File: src/rtl/icPkg.sv
package icPkg;
  localparam int NUM_SRC = 6;
  localparam int VEC_W = $clog2(NUM_SRC);
  localparam int EN_W = 8;
  localparam int GLOBAL_BIT = 7;
  localparam int RSVD_BIT = 6;
  // sources cleared by hardware on acknowledge (externals, timer 0/1)
  localparam logic [NUM_SRC-1:0] HW_CLR_MASK = 6'b001111;
  // sources given an extra sampling stage (timer 0/1)
  localparam logic [NUM_SRC-1:0] LATE_MASK = 6'b001010;

  typedef struct packed {
    logic sample;
    logic take;
    logic [NUM_SRC-1:0] clrMask;
  } ctlStb_t;
endpackage

File: src/rtl/icEnDatapath.sv
module icEnDatapath
  import icPkg::*;
(
  input  logic               clk,
  input  logic               rstN,
  input  logic               enWrEn,
  input  logic [EN_W-1:0]    enWrData,
  input  logic [NUM_SRC-1:0] rawReq,
  input  ctlStb_t            stb,
  output logic [EN_W-1:0]    enReg,
  output logic [NUM_SRC-1:0] pend
);
  always_ff @(posedge clk) begin
    if (!rstN) enReg <= '0;
    else if (enWrEn) begin
      enReg <= enWrData;
      enReg[RSVD_BIT] <= 1'b0;
    end
  end

  logic [NUM_SRC-1:0] dly;

  for (genvar i = 0; i < NUM_SRC; i++) begin : gSrc
    if (LATE_MASK[i]) begin : gLate
      always_ff @(posedge clk) begin
        if (!rstN) begin
          dly[i]  <= 1'b0;
          pend[i] <= 1'b0;
        end else if (stb.sample) begin
          dly[i]  <= rawReq[i] & ~stb.clrMask[i];
          pend[i] <= dly[i] & ~stb.clrMask[i];
        end else begin
          dly[i]  <= dly[i] & ~stb.clrMask[i];
          pend[i] <= pend[i] & ~stb.clrMask[i];
        end
      end
    end else begin : gEarly
      assign dly[i] = 1'b0;
      always_ff @(posedge clk) begin
        if (!rstN) pend[i] <= 1'b0;
        else if (stb.sample) pend[i] <= rawReq[i] & ~stb.clrMask[i];
        else pend[i] <= pend[i] & ~stb.clrMask[i];
      end
    end
  end

  // reserved bit never holds a one
  p_rsvd_zero_r1: assert property (@(posedge clk) disable iff (!rstN)
    enReg[RSVD_BIT] == 1'b0);

  // a timer 0 request only appears after passing the extra stage
  p_t0_late_r7: assert property (@(posedge clk) disable iff (!rstN)
    $rose(pend[1]) |-> $past(dly[1]));

  // an acknowledge without a strobe leaves serial/timer-2 pending
  p_keep_soft_r9: assert property (@(posedge clk) disable iff (!rstN)
    (stb.take && !stb.sample) |=> pend[5:4] == $past(pend[5:4]));
endmodule

File: src/rtl/icPollCtl.sv
module icPollCtl
  import icPkg::*;
(
  input  logic               clk,
  input  logic               rstN,
  input  logic               phaseStb,
  input  logic               intAck,
  input  logic [NUM_SRC-1:0] pend,
  input  logic [EN_W-1:0]    enReg,
  output ctlStb_t            stb,
  output logic               intReq,
  output logic [VEC_W-1:0]   intVec,
  output logic [NUM_SRC-1:0] hwClr
);
  logic [NUM_SRC-1:0] active;
  logic [NUM_SRC-1:0] selOh;

  assign active = enReg[GLOBAL_BIT] ? (pend & enReg[NUM_SRC-1:0]) : '0;
  assign intReq = |active;

  always_comb begin
    intVec = '0;
    selOh  = '0;
    for (int i = NUM_SRC - 1; i >= 0; i--) begin
      if (active[i]) begin
        intVec = VEC_W'(i);
        selOh  = NUM_SRC'(1) << i;
      end
    end
  end

  assign stb.sample  = phaseStb;
  assign stb.take    = intAck & intReq;
  assign stb.clrMask = stb.take ? (selOh & HW_CLR_MASK) : '0;
  assign hwClr       = stb.clrMask;

  // vector index stays within the source count
  p_vec_range_r4: assert property (@(posedge clk) disable iff (!rstN)
    intReq |-> intVec < VEC_W'(NUM_SRC));

  // a clear only happens under an acknowledge
  p_clr_needs_ack_r8: assert property (@(posedge clk) disable iff (!rstN)
    (|hwClr) |-> (intAck && intReq));
endmodule

File: src/rtl/irqEnableCtl.sv
module irqEnableCtl
  import icPkg::*;
(
  input  logic       clk,
  input  logic       rstN,
  input  logic       enWrEn,
  input  logic [7:0] enWrData,
  output logic [7:0] enRdData,
  input  logic       ext0Req,
  input  logic       tmr0Ovf,
  input  logic       ext1Req,
  input  logic       tmr1Ovf,
  input  logic       serRx,
  input  logic       serTx,
  input  logic       tmr2Ovf,
  input  logic       tmr2Ext,
  input  logic       phaseStb,
  input  logic       intAck,
  output logic       intReq,
  output logic [2:0] intVec,
  output logic [5:0] hwClr
);
  logic [NUM_SRC-1:0] rawReq;
  logic [NUM_SRC-1:0] pend;
  logic [EN_W-1:0]    enReg;
  ctlStb_t            stb;

  assign rawReq = {tmr2Ovf | tmr2Ext, serRx | serTx, tmr1Ovf, ext1Req, tmr0Ovf, ext0Req};
  assign enRdData = enReg;

  icEnDatapath uDp (
    .clk(clk), .rstN(rstN), .enWrEn(enWrEn), .enWrData(enWrData),
    .rawReq(rawReq), .stb(stb), .enReg(enReg), .pend(pend)
  );

  icPollCtl uCtl (
    .clk(clk), .rstN(rstN), .phaseStb(phaseStb), .intAck(intAck),
    .pend(pend), .enReg(enReg), .stb(stb), .intReq(intReq),
    .intVec(intVec), .hwClr(hwClr)
  );

  // global enable low blocks every request
  p_global_gate_r2: assert property (@(posedge clk) disable iff (!rstN)
    !enRdData[7] |-> !intReq);

  // at most one clear pulse
  p_clr_onehot_r8: assert property (@(posedge clk) disable iff (!rstN)
    $onehot0(hwClr));

  // serial and timer-2 flags never cleared by hardware
  p_no_soft_clr_r9: assert property (@(posedge clk) disable iff (!rstN)
    hwClr[5:4] == 2'b00);
endmodule

File: config.mk
export PLATFORM = sky130hd
export DESIGN_NAME = irqEnableCtl
export DESIGN_NICKNAME = d
export VERILOG_FILES = /design/src/rtl/icPkg.sv /design/src/rtl/icEnDatapath.sv /design/src/rtl/icPollCtl.sv /design/src/rtl/irqEnableCtl.sv
export SDC_FILE = /design/constraint.sdc
export NUM_CORES = 1
export LEC_CHECK = 0
export BUFFER_PORTS_ARGS = -buffer_cell sky130_fd_sc_hd__buf_2
export CAP_MARGIN = 0
export CORE_MARGIN = 10
export CORE_UTILIZATION = 37
export DETAILED_ROUTE_END_ITERATION = 10
export GPL_TIMING_DRIVEN = 0
export PLACE_DENSITY = 0.68
export SLEW_MARGIN = 20
export SYNTH_ARGS = -nofsm -noshare
export SYNTH_HDL_FRONTEND = slang
export SYNTH_SLANG_ARGS = --single-unit
export TNS_END_PERCENT = 50
File: constraint.sdc
create_clock -name clk -period 1.51 [get_ports clk]
set_input_delay 0.302 -clock clk [delete_from_list [all_inputs] [get_ports clk]]
set_output_delay 0.302 -clock clk [all_outputs]
set_load 0.005 [all_outputs]
Word level (Yosys, flattened, before mapping) --
Cells that the tools add are included.
Storage, ports and cells: output and inout port bits 18, input bits 21, bits in latches 0, memories 0, bits in writable memories 0, bits in registers 15, bits in read-only memories 0
Operators by class: equality and inequality tests 0, multiply operators 0, $lt $le $gt $ge 0, bitwise operators 24, shift operators 0, reductions and logical operators 1, add/sub/neg operators 0, div/mod/pow operators 0, mux-type cells 21
Operators by type and width (number):
- 2-to-1 mux 4 bit | 6
- 2-to-1 mux 3 bit | 6
- bitwise AND 1 bit | 15
- 2-to-1 mux 1 bit | 8
- bitwise AND 6 bit | 1
- 2-to-1 mux 6 bit | 1
- OR reduction 6 bit | 1
- inverter 1 bit | 4
- inverter 1 bit, first input constant | 2
- OR 1 bit | 2

Longest topological paths before layout --
Gate-level depths: netlist of the first run.
depth in word-level cells 11, gate-level depth with buffers 4

Hierarchy --
From an unflattened synthesis of the first run, not the netlist that was laid out.
Unflattened totals: cell total of the unflattened synthesis 88, area, all modules 840.8 um2
By module, submodules not included:
- icEnDatapath | times used 1, cells an instance 52, area each 606.8 um2
- icPollCtl | times used 1, cells an instance 34, area each 221.5 um2
- irqEnableCtl | times used 1, cells an instance 2, area each 12.5 um2

Worst setup path after synthesis of the first run --
No wires, ideal clock.
kind flip-flop to output port, from register uDp.enReg[0], to output port intVec[2], arrival 1032 ps, stages on the path, launching flop included 4, path buffers 0, setup slack 176 ps, cell sequence dfxtp_1 a22o_4 o31ai_1 nor2b_1
Between the ends: cells in the longest elaborated chain, start to end 3
RTL lines:
- start, declared | RTL line icEnDatapath.sv:10 | output logic [EN_W-1:0] enReg,
- start signal, assigned | RTL line icEnDatapath.sv:16 | enReg <= enWrData;
- bitwise AND 6 bit | RTL line icPollCtl.sv:18 | assign active = enReg[GLOBAL_BIT] ? (pend & enReg[NUM_SRC-1:0]) : '0;
- 2-to-1 mux 6 bit | RTL line icPollCtl.sv:18
- 2-to-1 mux 3 bit | RTL line icPollCtl.sv:25 | if (active[i]) begin
- end, declared | RTL line irqEnableCtl.sv:20 | output logic [2:0] intVec,
Every way passes these cells.

Worst setup path after layout of the first run --
Ends and elaborated chain as after synthesis.

==> results.txt, run 1 <==
* Status: finished, violations left
- Violated checks: negative setup slack
- Worst-path maximum fanout: 4
* Standby leakage power: 0.520 nW
* Total design power: 0.814 mW
- Across the VDD grid, the largest voltage drop is 0.504 mV.
* Area Growth Syn to Fin: 42.4%
- The count of buffers added on input and output ports is 33.
- At the worst endpoint, the required time is 1.21 ns.
- Antenna diodes: 0
- Maximum clock insertion buffer count: 2
* Number of nets in the finished design: 147
* Cell Count Post-Placement: 146
- Cell Pwr Density: 756 mW/mm^2
- Netlist area before placement: 756 sq um
* Total count of max-transition violations in the final report: 0
- Most common cell after layout, fill and taps aside: sky130_fd_sc_hd__buf_2
- The count of nets left with antenna violations once routing finished came out at 0.
- Worst clock skew: 0.00126 ns
* Estimated wirelength of the detail-placed design: 1.60 mm
- STA classifies the critical path endpoint as an output pin.
* Class of the tightest hold or removal check: input port to flip-flop
- Max-cap violations in this run came to 0.
* Post-synthesis share of cell area spent on full adders, half adders and majority gates: 0%
- Final hold violation count: 0
- Sequential cell area: 312 sq um
* I/O pin cnt: 39
- Clock-pin slew was measured on the worst setup and hold paths at 0.09 ns.
- Routability-driven placement finished with a final weighted congestion of 0.686.
- Clock tree from TritonCTS: built
- Die area: 0.00425 sq mm
- CTS Sinks: 15
- CTS built an H-tree with a depth of 1.
- Data arrival time of the worst path: 1.36 ns
- Avg Vias per Cell: 4.74
- Setup repair after global routing could not meet its margin everywhere.
- After global routing the overflow that remains totals 0.
- Min setup slack post-route: -0.149 ns
- Global routing used 16.2% of the available met2 tracks.
- Global routing met3 resource utilization: 4.07%
- Synthesis instantiated 25 different standard cells from the library.
* Number of standard cells after synthesis: 84
- Register area share after synthesis: 39.7%
- Initial antenna violation count: 0
- Clock tree synthesis inserted a total of 3 buffers.
- For this run, the top clock speed supported by timing is 0.603 GHz.
- Via count of the first global-routing pass: 742
* Yosys warnings: 0
* Core ar.: 0.00194 sq mm
* Initial standard-cell utilization of the core: 38.9%
* Remaining design rule violation count: 0
- For the final routed database, the setup TNS stands at -0.506 ns.
* Root buffer cell: sky130_fd_sc_hd__clkbuf_4
* Utilization after layout: 55.4%
- By area the synthesized netlist is led by sky130_fd_sc_hd__dfxtp_1 (40%), sky130_fd_sc_hd__mux2i_1 (16%), sky130_fd_sc_hd__nor2b_1 (6.6%), sky130_fd_sc_hd__nand2_1 (4.5%), sky130_fd_sc_hd__nor2b_4 (3.6%).
- The floorplan step set the die height to 65.2 um.
- Measured against the total synthesized area, the mux share comes to 15.9%.
* Pre-CTS setup slack: -0.0134 ns
* Largest net degree at the start of global routing: 11
- Of the total synthesized cell area, the portion taken by AND, OR, NAND and NOR gates is 24.8%.
- Leaving out filler cells and counting taps, the final layout contains 152.
- The first TritonRoute pass finished after 4 iterations.
* Crit Path Class: flip-flop to output pin
* Main combinational cell family by area after synthesis: simple AND/OR/NAND/NOR gates
- In the final routed layout, each cell accounts on average for 13.5 um.
- Clock network latency to the later pin of the worst-skew pair: 0.28 ns
- Fill cell instance count of the final layout: 202
* Vias after detailed routing: 720
* Count of endpoints failing setup in the final report: 5
- The synthesized netlist devotes 0% of its cell area to XOR and XNOR gates.
- Share of post-route cells with drive strength above 1: 52.0%
- The final critical path takes up 110% of the cycle.
* DRT iter0 DRCs: 16
* Area share of the largest cell type after synthesis: 39.7%
- Global-route total usage across every layer: 9.41%
- After synthesis the netlist holds a flip-flop and latch count of 15.
* Area occupied by multi-input gates: 473 sq um
* Synthesized-area fraction occupied by ao, oa, aoi and oai cells: 13.2%
- Type of origin of the critical path: flip-flop
- Of all cell types, the one taking the most synthesized area is sky130_fd_sc_hd__dfxtp_1.
* Grt met1 use: 9.73%
- Placement row count: 16
- met2 is the most crowded layer.
- A synthesized cell averages 9.00 sq um.
- Measured along the x axis, the die boundary spans 65.2 um.
* Most used cells in the layout excluding fill and tap cells: sky130_fd_sc_hd__buf_2 (35), sky130_fd_sc_hd__mux2i_1 (12), sky130_fd_sc_hd__dfxtp_1 (8), sky130_fd_sc_hd__nand2_1 (7), sky130_fd_sc_hd__nor2b_1 (7)
- DRT Wirelength: 2.05 mm
- The first global-routing pass estimated 3.25 mm of wire.
* Post-layout minimum cycle time: 1.66 ns
==> cell type report <==
type | count | share of cell area, %
multi-input combinational | 63 | 44.0
sequential | 15 | 29.0
timing repair buffer | 36 | 17.8
buffer | 6 | 3.37
tap | 27 | 3.14
clock buffer | 4 | 2.44
inverter | 1 | 0.349
==> report_power, final <==
| group | leakage [nW] | total (mW) | switching [mW] | internal, mW |
|---|---|---|---|---|
| combinational | 0.378 | 0.136 | 0.0593 | 0.0764 |
| sequential | 0.127 | 0.447 | 0.0262 | 0.421 |
| clock | 0.0150 | 0.231 | 0.129 | 0.102 |
| total | 0.520 | 0.814 | 0.214 | 0.600 |
==> routing by layer <==
metal | wire, um | share of wire, %
met4 | 13 | 0.64
met3 | 135 | 6.6
met5 | 0 | 0
met2 | 1080 | 53
met1 | 815 | 40
==> path summary, 6_finish.rpt <==
check	from	endpoint	slack, ns	depth (start not counted)
min	enWrData[7]	uDp.enReg[7]$_SDFFE_PN0P_	0.27	3
min reg2reg	uDp.dly[1]$_SDFF_PN0_	uDp.pend[1]$_SDFF_PN0_	0.52	2
max	uDp.enReg[0]$_SDFFE_PN0P_	intVec[2]	-0.15	4
max reg2reg	uDp.enReg[0]$_SDFFE_PN0P_	uDp.pend[3]$_SDFF_PN0_	0.08	4
==> synthesized netlist by cell type <==
master and number:
sky130_fd_sc_hd__a21oi_1 3, sky130_fd_sc_hd__a22o_1 1, sky130_fd_sc_hd__a22o_4 1, sky130_fd_sc_hd__a31oi_1 1, sky130_fd_sc_hd__and2_1 2, sky130_fd_sc_hd__and2_2 1, sky130_fd_sc_hd__buf_2 2, sky130_fd_sc_hd__buf_4 3
sky130_fd_sc_hd__clkbuf_1 2, sky130_fd_sc_hd__conb_1 1, sky130_fd_sc_hd__dfxtp_1 15, sky130_fd_sc_hd__inv_1 1, sky130_fd_sc_hd__mux2i_1 12, sky130_fd_sc_hd__nand2_1 9, sky130_fd_sc_hd__nand3_1 1, sky130_fd_sc_hd__nor2_1 6
sky130_fd_sc_hd__nor2b_1 8, sky130_fd_sc_hd__nor2b_4 2, sky130_fd_sc_hd__nor3_1 3, sky130_fd_sc_hd__nor3b_1 1, sky130_fd_sc_hd__nor4_1 1, sky130_fd_sc_hd__o21ai_0 4, sky130_fd_sc_hd__o22ai_1 1, sky130_fd_sc_hd__o31ai_1 2
sky130_fd_sc_hd__o41a_1 1
==> per-stage QoR <==
step | hold WS (ns) | area, sq um
3_5_place_dp | 0.497 | 962
3_3_place_gp | 0.472 | 962
5_1_grt | 0.270 | 1080
4_1_cts | 0.269 | 1040
2_1_floorplan | 0.443 | 763
6_report | 0.272 | 1080
==> registers in the layout (all words and copies together) (netlist names) <==
signal,flops
uDp.dly,2
uDp.enReg,7
uDp.pend,6
==> what timing repair did <==
item,4_1_cts,5_1_grt
buffers inserted,3,0
resized for setup,11,11
setup endpoints to repair,8,8
pin swaps,3,3
hold buffers,0,0
==> cells by family (layout without fill, tap and decap cells) <==
| logic type | count (synthesis) | in the layout |
|---|---|---|
| buffers and inverters | 8 | 47 |
| and+or+nand+nor | 34 | 34 |
| muxes | 12 | 12 |
| DFF | 15 | 15 |
| other | 1 | 3 |
| AOI/OAI and AO/OA | 14 | 14 |
==> critical path, stage by stage, from the launching register on <==
cell	delay, ns
sky130_fd_sc_hd__dfxtp_2	0.34
sky130_fd_sc_hd__a22o_4	0.28
sky130_fd_sc_hd__o31ai_4	0.18
sky130_fd_sc_hd__nor2b_2	0.16
sky130_fd_sc_hd__buf_2	0.11
(Power assumes the default switching activity.)
==> run 2: changes to the inputs <==
--- a/config.mk
+++ b/config.mk
@@ -8,10 +8,10 @@
 export BUFFER_PORTS_ARGS = -buffer_cell sky130_fd_sc_hd__buf_2
 export CAP_MARGIN = 0
 export CORE_MARGIN = 10
-export CORE_UTILIZATION = 37
+export CORE_UTILIZATION = 43
 export DETAILED_ROUTE_END_ITERATION = 10
 export GPL_TIMING_DRIVEN = 0
-export PLACE_DENSITY = 0.68
+export PLACE_DENSITY = 0.78
 export SLEW_MARGIN = 20
 export SYNTH_ARGS = -nofsm -noshare
 export SYNTH_HDL_FRONTEND = slang
==> run 2 against run 1 <==
Against the previous run:
- the run still ends with negative setup slack left
- worst hold slack worse by 0.0058 ns
- register-to-register slack better by 0.12 ns
- combinational power up 5%
- sequential power about the same
- sequential share of layout area down 0.30 points
- clock power down 3%
- total power down 0.32%
- first-iteration DRC count down 69%
- core utilization up 9.0 points
- non-clock buffer count unchanged
- cell count down 6.6%
- critical path type unchanged
- largest power group unchanged
==> results.txt, run 2 (same netlist as run 1, synthesis figures left out) <==
- Status: finished, violations left
- The checks that failed: negative setup slack.
- Global-route total usage across every layer: 11.0% (+1.6 points)
- CTS Sinks: 15 (unchanged)
- IR drop worst, VDD: 0.431 mV (-15%)
* Met2 wire len: 1.09 mm (+1.0%)
* Total design power: 0.811 mW (-0.32%)
* Share of post-route cells with drive strength above 1: 53.6% (+1.6 points)
* Number of nets in the finished design: 147 (unchanged)
- The die width came to 61.9 um (-5.0%).
- The number of global-route vias before repair is 734 (-1.1%).
- WL met3: 165 um (+22%)
* Port Buf Inserts: 33 (unchanged)
- Final hold violation count: 0 (unchanged)
- Wire length the detailed router placed on met1: 794 um (-2.6%)
- The number of buffers on the longest clock path is 2 (unchanged).
* CTS clock-pin slew for the worst setup and hold paths: 0.10 ns (about the same)
- The library cell used most frequently in the layout, excluding fill and tap cells, is sky130_fd_sc_hd__buf_2.
- Placement row count: 15 (-1)
- The total grt overflow came to 0 (unchanged).
* Worst-path maximum fanout: 5 (+1)
- STA classifies the critical path startpoint as a flip-flop.
- The peak clock frequency supported by timing was 0.607 GHz (+0.67%).
- Root buffer cell: sky130_fd_sc_hd__clkbuf_4
* Post-layout minimum cycle time: 1.65 ns (-0.0110 ns)
- Clock tree from TritonCTS: built
- The maximum clock skew at final layout was 0.0106 ns (+0.00937 ns).
* Core ar.: 0.00169 sq mm (-13%)
- The final cell count without fillers is 142 (-6.6%).
- I/O pin cnt: 39 (unchanged)
- The count of H-tree levels built during CTS is 1 (unchanged).
- The summed negative setup slack over all endpoints was -0.617 ns (-0.111 ns).
* Remaining design rule violation count: 0 (unchanged)
* # Max-Cap Violations: 0 (unchanged)
* First-pass GRT wire length: 3.14 mm (-3.4%)
- Share of the clock period used by the worst path after layout: 109% (-0.73 points)
- The ratio of total power to cell area came to 746 mW/mm^2 (-1.4%).
* Top routing layer used: met4
- Y dimension of the die: 61.9 um (-5.0%)
* Clock network latency to the later pin of the worst-skew pair: 0.28 ns (about the same)
- The data arrival time at the worst-slack endpoint is 1.35 ns (about the same).
- The DRC violation total after the first TritonRoute iteration came to 5 (-11).
- The setup slack after layout came to -0.138 ns (+0.0110 ns).
- Count of endpoints failing setup in the final report: 7 (+2)
- Regs by FF count: uDp.enReg x7, uDp.pend x6, uDp.dly x2
* Crit Path Class: flip-flop to output pin
* Initial standard-cell utilization of the core: 44.7% (+5.8 points)
- The path class of the tightest hold or removal check is input port to flip-flop.
- The estimated wirelength of the detail-placed design came to 1.56 mm (-2.3%).
- The count of hold-fix buffers inserted at cts is 0 (unchanged).
* Max reg flops: 7 (unchanged)
- Worst hold slack: 0.266 ns (-0.00579 ns)
- Detail Route Antenna Nets: 0 (unchanged)
* Fill cell instance count of the final layout: 148 (-27%)
* Req. time, crit path: 1.21 ns (about the same)
- Avg Vias per Cell: 5.16 (+9.0%)
- TritonCTS Buffers: 3 (unchanged)
- The final routed wire length divided by cell count came to 14.6 um (+8.3%).
* Initial antenna violation count: 0 (unchanged)
* Cell Count Post-Placement: 136 (-6.8%)
- The aggregate routed wire length came to 2.07 mm (+1.2%).
- Type of destination of the critical path: output pin
- The number of search-and-repair iterations in the first detailed-routing pass was 4 (unchanged).
- The overall die area came to 0.00383 sq mm (-9.8%).
- Standby leakage power: 0.533 nW (+2.6%)
- The weighted congestion at the end of routability-driven global placement was 0.715 (+4.3%).
* Most used cells in the layout excluding fill and tap cells: sky130_fd_sc_hd__buf_2 (35), sky130_fd_sc_hd__mux2i_1 (12), sky130_fd_sc_hd__nor2b_1 (8), sky130_fd_sc_hd__dfxtp_1 (8)
- Setup repair after global routing could not meet its margin everywhere.
- From synthesis to final layout, the design area changed by 43.9%.
- The final count of pins violating max slew was 0 (unchanged).
- Vias after detailed routing: 733 (+1.8%)
- Largest net degree at the start of global routing: 11 (unchanged)
- The register with the most flip-flops in the final layout is uDp.enReg.
* Antenna diodes: 0 (unchanged)
==> run 2: cell count changes in the layout (fill, tap and decap cells not counted), sizes merged <==
cell / change
clkbuf: -1
clkinv: +1
==> run 2: final timing paths <==
| kind | start | to | slack, ns | cells after the start |
|---|---|---|---|---|
| hold reg to reg | uDp.pend[2]$_SDFF_PN0_ | uDp.pend[2]$_SDFF_PN0_ | 0.50 | 2 |
| setup / recovery | uDp.pend[0]$_SDFF_PN0_ | intVec[2] | -0.14 | 4 |
| setup reg to reg | uDp.pend[0]$_SDFF_PN0_ | uDp.pend[3]$_SDFF_PN0_ | 0.20 | 3 |
| hold / removal | tmr0Ovf | uDp.dly[1]$_SDFF_PN0_ | 0.27 | 3 |
==> run 2: layout make-up <==
class	instances	area [sq um]	share of cell area (%)
Multi-Input combinational cell	63	492	45.2
Sequential cell	15	312	28.7
Timing Repair Buffer	36	195	18.0
Buffer	6	36.3	3.34
Clock buffer	3	22.5	2.07
Tap cell	17	21.3	1.96
Clock inverter	1	5.00	0.460
Inverter	1	3.75	0.345
==> run 2: per-layer routing <==
layer,up-vias,track usage [%]
li1,368,-
met1,342,11.3
met2,21,19.3
met3,2,4.07
met4,0,5.10
met5,-,0
==> run 2: metrics by stage <==
stage               setup slack [ns]  util (%)  instance area, sq um
floorplan                      0.176         -                   763
global placement              0.0258      56.2                   950
detailed placement           0.00958      56.2                   950
CTS                           -0.143      60.8                  1030
global route                  -0.218      64.4                  1090
finish                        -0.138      64.4                  1090
==> run 2: repair_timing <==
| action | 4_1_cts | 5_1_grt |
|---|---|---|
| pin swaps | 4 | 4 |
| gates cloned | 0 | 0 |
| setup endpoints to repair | 8 | 8 |
| setup buffers | 2 | 2 |
| gates resized for setup | 12 | 16 |
==> run 2: power breakdown <==
group / switching [mW] / leakage, nW / total (mW) / internal, mW
Combinational: 0.0646 / 0.389 / 0.143 / 0.0784
Clock: 0.125 / 0.0177 / 0.223 / 0.0981
Sequential: 0.0239 / 0.127 / 0.445 / 0.421
Total: 0.214 / 0.533 / 0.811 / 0.597
==> run 2: worst max-delay path, cell delays in order (launching register included) <==
cell	delay, ns
sky130_fd_sc_hd__dfxtp_2	0.35
sky130_fd_sc_hd__a22o_4	0.28
sky130_fd_sc_hd__o31ai_4	0.18
sky130_fd_sc_hd__nor2b_1	0.14
sky130_fd_sc_hd__buf_2	0.12
==> run 3: changes to the inputs <==
--- a/config.mk
+++ b/config.mk
@@ -5,13 +5,14 @@
 export SDC_FILE = /design/constraint.sdc
 export NUM_CORES = 1
 export LEC_CHECK = 0
+export ABC_AREA = 1
 export BUFFER_PORTS_ARGS = -buffer_cell sky130_fd_sc_hd__buf_2
 export CAP_MARGIN = 0
 export CORE_MARGIN = 10
 export CORE_UTILIZATION = 43
 export DETAILED_ROUTE_END_ITERATION = 10
 export GPL_TIMING_DRIVEN = 0
-export PLACE_DENSITY = 0.78
+export PLACE_DENSITY = 0.77
 export SLEW_MARGIN = 20
 export SYNTH_ARGS = -nofsm -noshare
 export SYNTH_HDL_FRONTEND = slang
==> run 3 against run 2 <==
Against the previous run:
- the run still ends with negative setup slack left
- non-clock buffer count shrank 4
- flip-flop and latch count did not move
- synthesized cell count grew 33%
- total power grew 0.15%
- critical endpoint is now hwClr[3]
- highest routed layer unchanged
==> results.txt, run 3 <==
- The total grt overflow was 0 (unchanged).
* Initial standard-cell utilization of the core: 44.8% (+0.074 points)
* Port Buf Inserts: 34 (+3.0%)
* Register area share after synthesis: 39.7% (-0.066 points)
- First drt pass iteration count: 3 (-1)
* Share of post-route cells with drive strength above 1: 38.2% (-15 points)
- Detail-routed net length per standard cell: 12.5 um (-15%)
- The CTS buffer count was 3 (unchanged).
* Post-synthesis share of cell area spent on and, or, nand and nor gates: 32.7% (+7.9 points)
- The top cell type's share of synthesized area was 39.7% (-0.066 points).
* Bufs and invs on worst path: 4 (+3)
- Vias after detailed routing: 842 (+15%)
- The post-synthesis share of cell area spent on full adders, half adders and majority gates was 0% (unchanged).
- Share of the clock period used by the worst path after layout: 110% (+1.1 points)
* Type of origin of the critical path: flip-flop
- The number of clock sinks seen by CTS was 15 (unchanged).
* IR drop worst, VDD: 0.612 mV (+42%)
- The total routing resource utilization after global routing came to 11.4% (+0.38 points).
* Post-layout minimum cycle time: 1.66 ns (+0.0169 ns)
- Setup repair bufs after CTS: 0 (-2)
* Via count of the first global-routing pass: 831 (+13%)
- The number of antenna diodes was 0 (unchanged).
* Min setup slack post-route: -0.155 ns (-0.0169 ns)
- Setup repair after global routing could not meet its margin everywhere.
* Largest cells by area after synthesis: sky130_fd_sc_hd__dfxtp_1 (40%), sky130_fd_sc_hd__nor2_1 (12%), sky130_fd_sc_hd__o21ai_0 (8.6%), sky130_fd_sc_hd__inv_1 (8.4%), sky130_fd_sc_hd__nand2_1 (6.0%)
- The leakage power is 0.596 nW (+12%).
* Initial antenna violation count: 0 (unchanged)
- Root buffer cell: sky130_fd_sc_hd__clkbuf_4
- Number of nets in the finished design: 174 (+18%)
- The number of fillers in the final layout is 171 (+16%).
- EDFF count, synth: 0 (unchanged)
* Cell type contributing the most total cell area after synthesis: sky130_fd_sc_hd__dfxtp_1
* FFs w/ async S/R, synth: 0% (unchanged)
- The count of H-tree levels built during CTS came to 1 (unchanged).
- The final core area utilization came to 61.9% (-2.5 points).
- The largest registers in the layout are uDp.enReg x7, uDp.pend x6, uDp.dly x2.
* Remaining design rule violation count: 0 (unchanged)
- Register ranked first by flip-flop count: uDp.enReg
* Post-synth top flop: sky130_fd_sc_hd__dfxtp_1
- Cell Pwr Density: 777 mW/mm^2 (+4.2%)
* Class of the tightest hold or removal check: input port to flip-flop
- The post-route total power was 0.812 mW (+0.15%).
* Gate family responsible for the most delay along the worst path: flip-flops
- Largest stage delay on the critical path: 0.45 ns (+0.10 ns)
- The weighted congestion at the end of routability-driven global placement is 0.758 (+6.0%).
- The estimated wirelength of the detail-placed design came to 1.70 mm (+9.1%).
* Largest net degree at the start of global routing: 11 (unchanged)
* Clock tree from TritonCTS: built
- Max reg flops: 7 (unchanged)
- # Max-Cap Violations: 0 (unchanged)
- Most used standard cell by instance count after synthesis: sky130_fd_sc_hd__nor2_1
- Placement row count: 15 (unchanged)
- The peak clock frequency supported by timing is 0.601 GHz (-1.0%).
* Slowest-stage cell, CP: sky130_fd_sc_hd__dfxtp_4
* Most used cells in the layout excluding fill and tap cells: sky130_fd_sc_hd__buf_2 (34), sky130_fd_sc_hd__nor2_1 (24), sky130_fd_sc_hd__inv_1 (16), sky130_fd_sc_hd__dfxtp_1 (14), sky130_fd_sc_hd__o21ai_0 (13)
- The area of the placeable core was 0.00169 sq mm (unchanged).
- The area of the mapped netlist is 757 sq um (+0.17%).
* Yosys warnings: 0 (unchanged)
- Crit Path Class: flip-flop to output pin
- The final setup violation count was 7 (unchanged).
- Post-route setup TNS: -0.699 ns (-0.0823 ns)
- The distinct cell type count after synthesis was 20 (-20%).
* I/O pin cnt: 39 (unchanged)
- Most common cell after layout, fill and taps aside: sky130_fd_sc_hd__buf_2
* Status: finished, violations left
* Type of destination of the critical path: output pin
- CP most frequent cell: sky130_fd_sc_hd__inv_2
- Multiplexer share of the synthesized area: 0% (-16 points)
- First-pass GRT wire length: 3.37 mm (+7.3%)
- The DRC violation total after the first TritonRoute iteration came to 9 (+4).
- The count of hold-fix buffers inserted at cts is 0 (unchanged).
- The number of instances in the synthesized netlist is 112 (+33%).
- Detail Route Antenna Nets: 0 (unchanged)
- Y dimension of the die: 62.0 um (about the same)
- The final count of pins violating max slew is 0 (unchanged).
- Synthesized area divided by synthesized cell count: 6.76 sq um (-25%)
- Data arrival time of the worst path: 1.36 ns (about the same)
* CTS clock-pin slew for the worst setup and hold paths: 0.10 ns (about the same)
- The maximum clock skew at final layout is 0.00787 ns (-0.00276 ns).
- DRT Wirelength: 2.11 mm (+1.6%)
* Cell-by-cell trace of the critical path: inv_2 -> o21ai_2 -> inv_2 -> nand2_4 -> nand3_2 -> inv_1 -> buf_2
- Final hold violation count: 0 (unchanged)
* Maximum clock insertion buffer count: 2 (unchanged)
- The fraction of the mapped netlist area in compound gates was 14.2% (+0.97 points).
* Flip-flop and latch count after synthesis: 15 (unchanged)
- Violated checks: negative setup slack
* Area Growth Syn to Fin: 38.0%
- By count the netlist is led by sky130_fd_sc_hd__nor2_1 (25), sky130_fd_sc_hd__inv_1 (17), sky130_fd_sc_hd__dfxtp_1 (15).
- Die area: 0.00384 sq mm (+0.11%)
- Worst-path maximum fanout: 7 (+2)
* Req. time, crit path: 1.21 ns (about the same)
- The xor and xnor fraction of the mapped netlist area came to 0% (unchanged).
* Clock network latency to the later pin of the worst-skew pair: 0.29 ns (about the same)
* Die extent in x: 62.0 um (about the same)
* Avg Vias per Cell: 4.98 (-3.5%)
- Main combinational cell family by area after synthesis: simple AND/OR/NAND/NOR gates
run 3: cell count changes in the layout (fill, tap and decap cells not counted), moves of 6 or more:
| cell | previous run | this run |
|---|---|---|
| sky130_fd_sc_hd__dfxtp_1 | 8 | 14 |
| sky130_fd_sc_hd__dfxtp_2 | 6 | 0 |
| sky130_fd_sc_hd__inv_1 | 1 | 16 |
| sky130_fd_sc_hd__mux2i_1 | 12 | 0 |
| sky130_fd_sc_hd__nor2_1 | 5 | 24 |
| sky130_fd_sc_hd__nor2b_1 | 8 | 0 |
| sky130_fd_sc_hd__o21ai_0 | 4 | 13 |
run 3: tightest hold or removal path, delay by kind of cell:
family	cells	cell delay (ns)
buffers and inverters	1	0.07
AND/OR/NAND/NOR	2	0.11
run 3: kinds of logic after synthesis:
group | Yosys count
compound gates | 20
buf+inv | 23
flops | 15
other cells | 1
simple gates | 53
run 3: area by class of cell:
type / count / area (sq um) / share of cell area, %
buffer: 4 / 26.3 / 2.51
clock buffer: 3 / 22.5 / 2.16
multi-input combinational: 76 / 424 / 40.6
tap: 17 / 21.3 / 2.04
inverter: 19 / 71.3 / 6.83
sequential: 15 / 304 / 29.1
clock inverter: 1 / 5.00 / 0.479
timing repair buffer: 34 / 170 / 16.3
run 3: per-stage QoR:
step	cells	instance area, sq um	hold WS, ns	setup WS [ns]
after floorplan	114	764	0.427	0.242
after global placement	165	956	0.502	0.0682
after detailed placement	165	956	0.505	0.0160
after CTS	169	1010	0.226	-0.138
after global routing	169	1040	0.226	-0.248
final	169	1040	0.222	-0.155
run 3: final timing paths:
check	startpoint	end	slack (ns)	depth (start not counted)
setup / recovery	uDp.enReg[7]$_SDFFE_PN0P_	hwClr[3]	-0.15	7
hold / removal	tmr2Ovf	uDp.pend[5]$_SDFFE_PN0P_	0.22	3
setup reg to reg	uDp.enReg[7]$_SDFFE_PN0P_	uDp.dly[3]$_SDFF_PN0_	0.39	7
hold reg to reg	uDp.pend[5]$_SDFFE_PN0P_	uDp.pend[5]$_SDFFE_PN0P_	0.52	2
run 3: power by group:
part,switching [mW],internal (mW)
Sequential,0.0287,0.423
Clock,0.135,0.0983
Combinational,0.0679,0.0593
run 3: routing by layer:
layer	GRT usage, %	part of all wire [%]
met1	11.6	39
met2	20.5	54
met3	3.46	6.4
met4	5.73	1.0
met5	0	0
run 3: repair_timing:
item | CTS | global route
pin swaps | 0 | 1
endpoints found under the setup margin | 8 | 8
resized for setup | 9 | 5
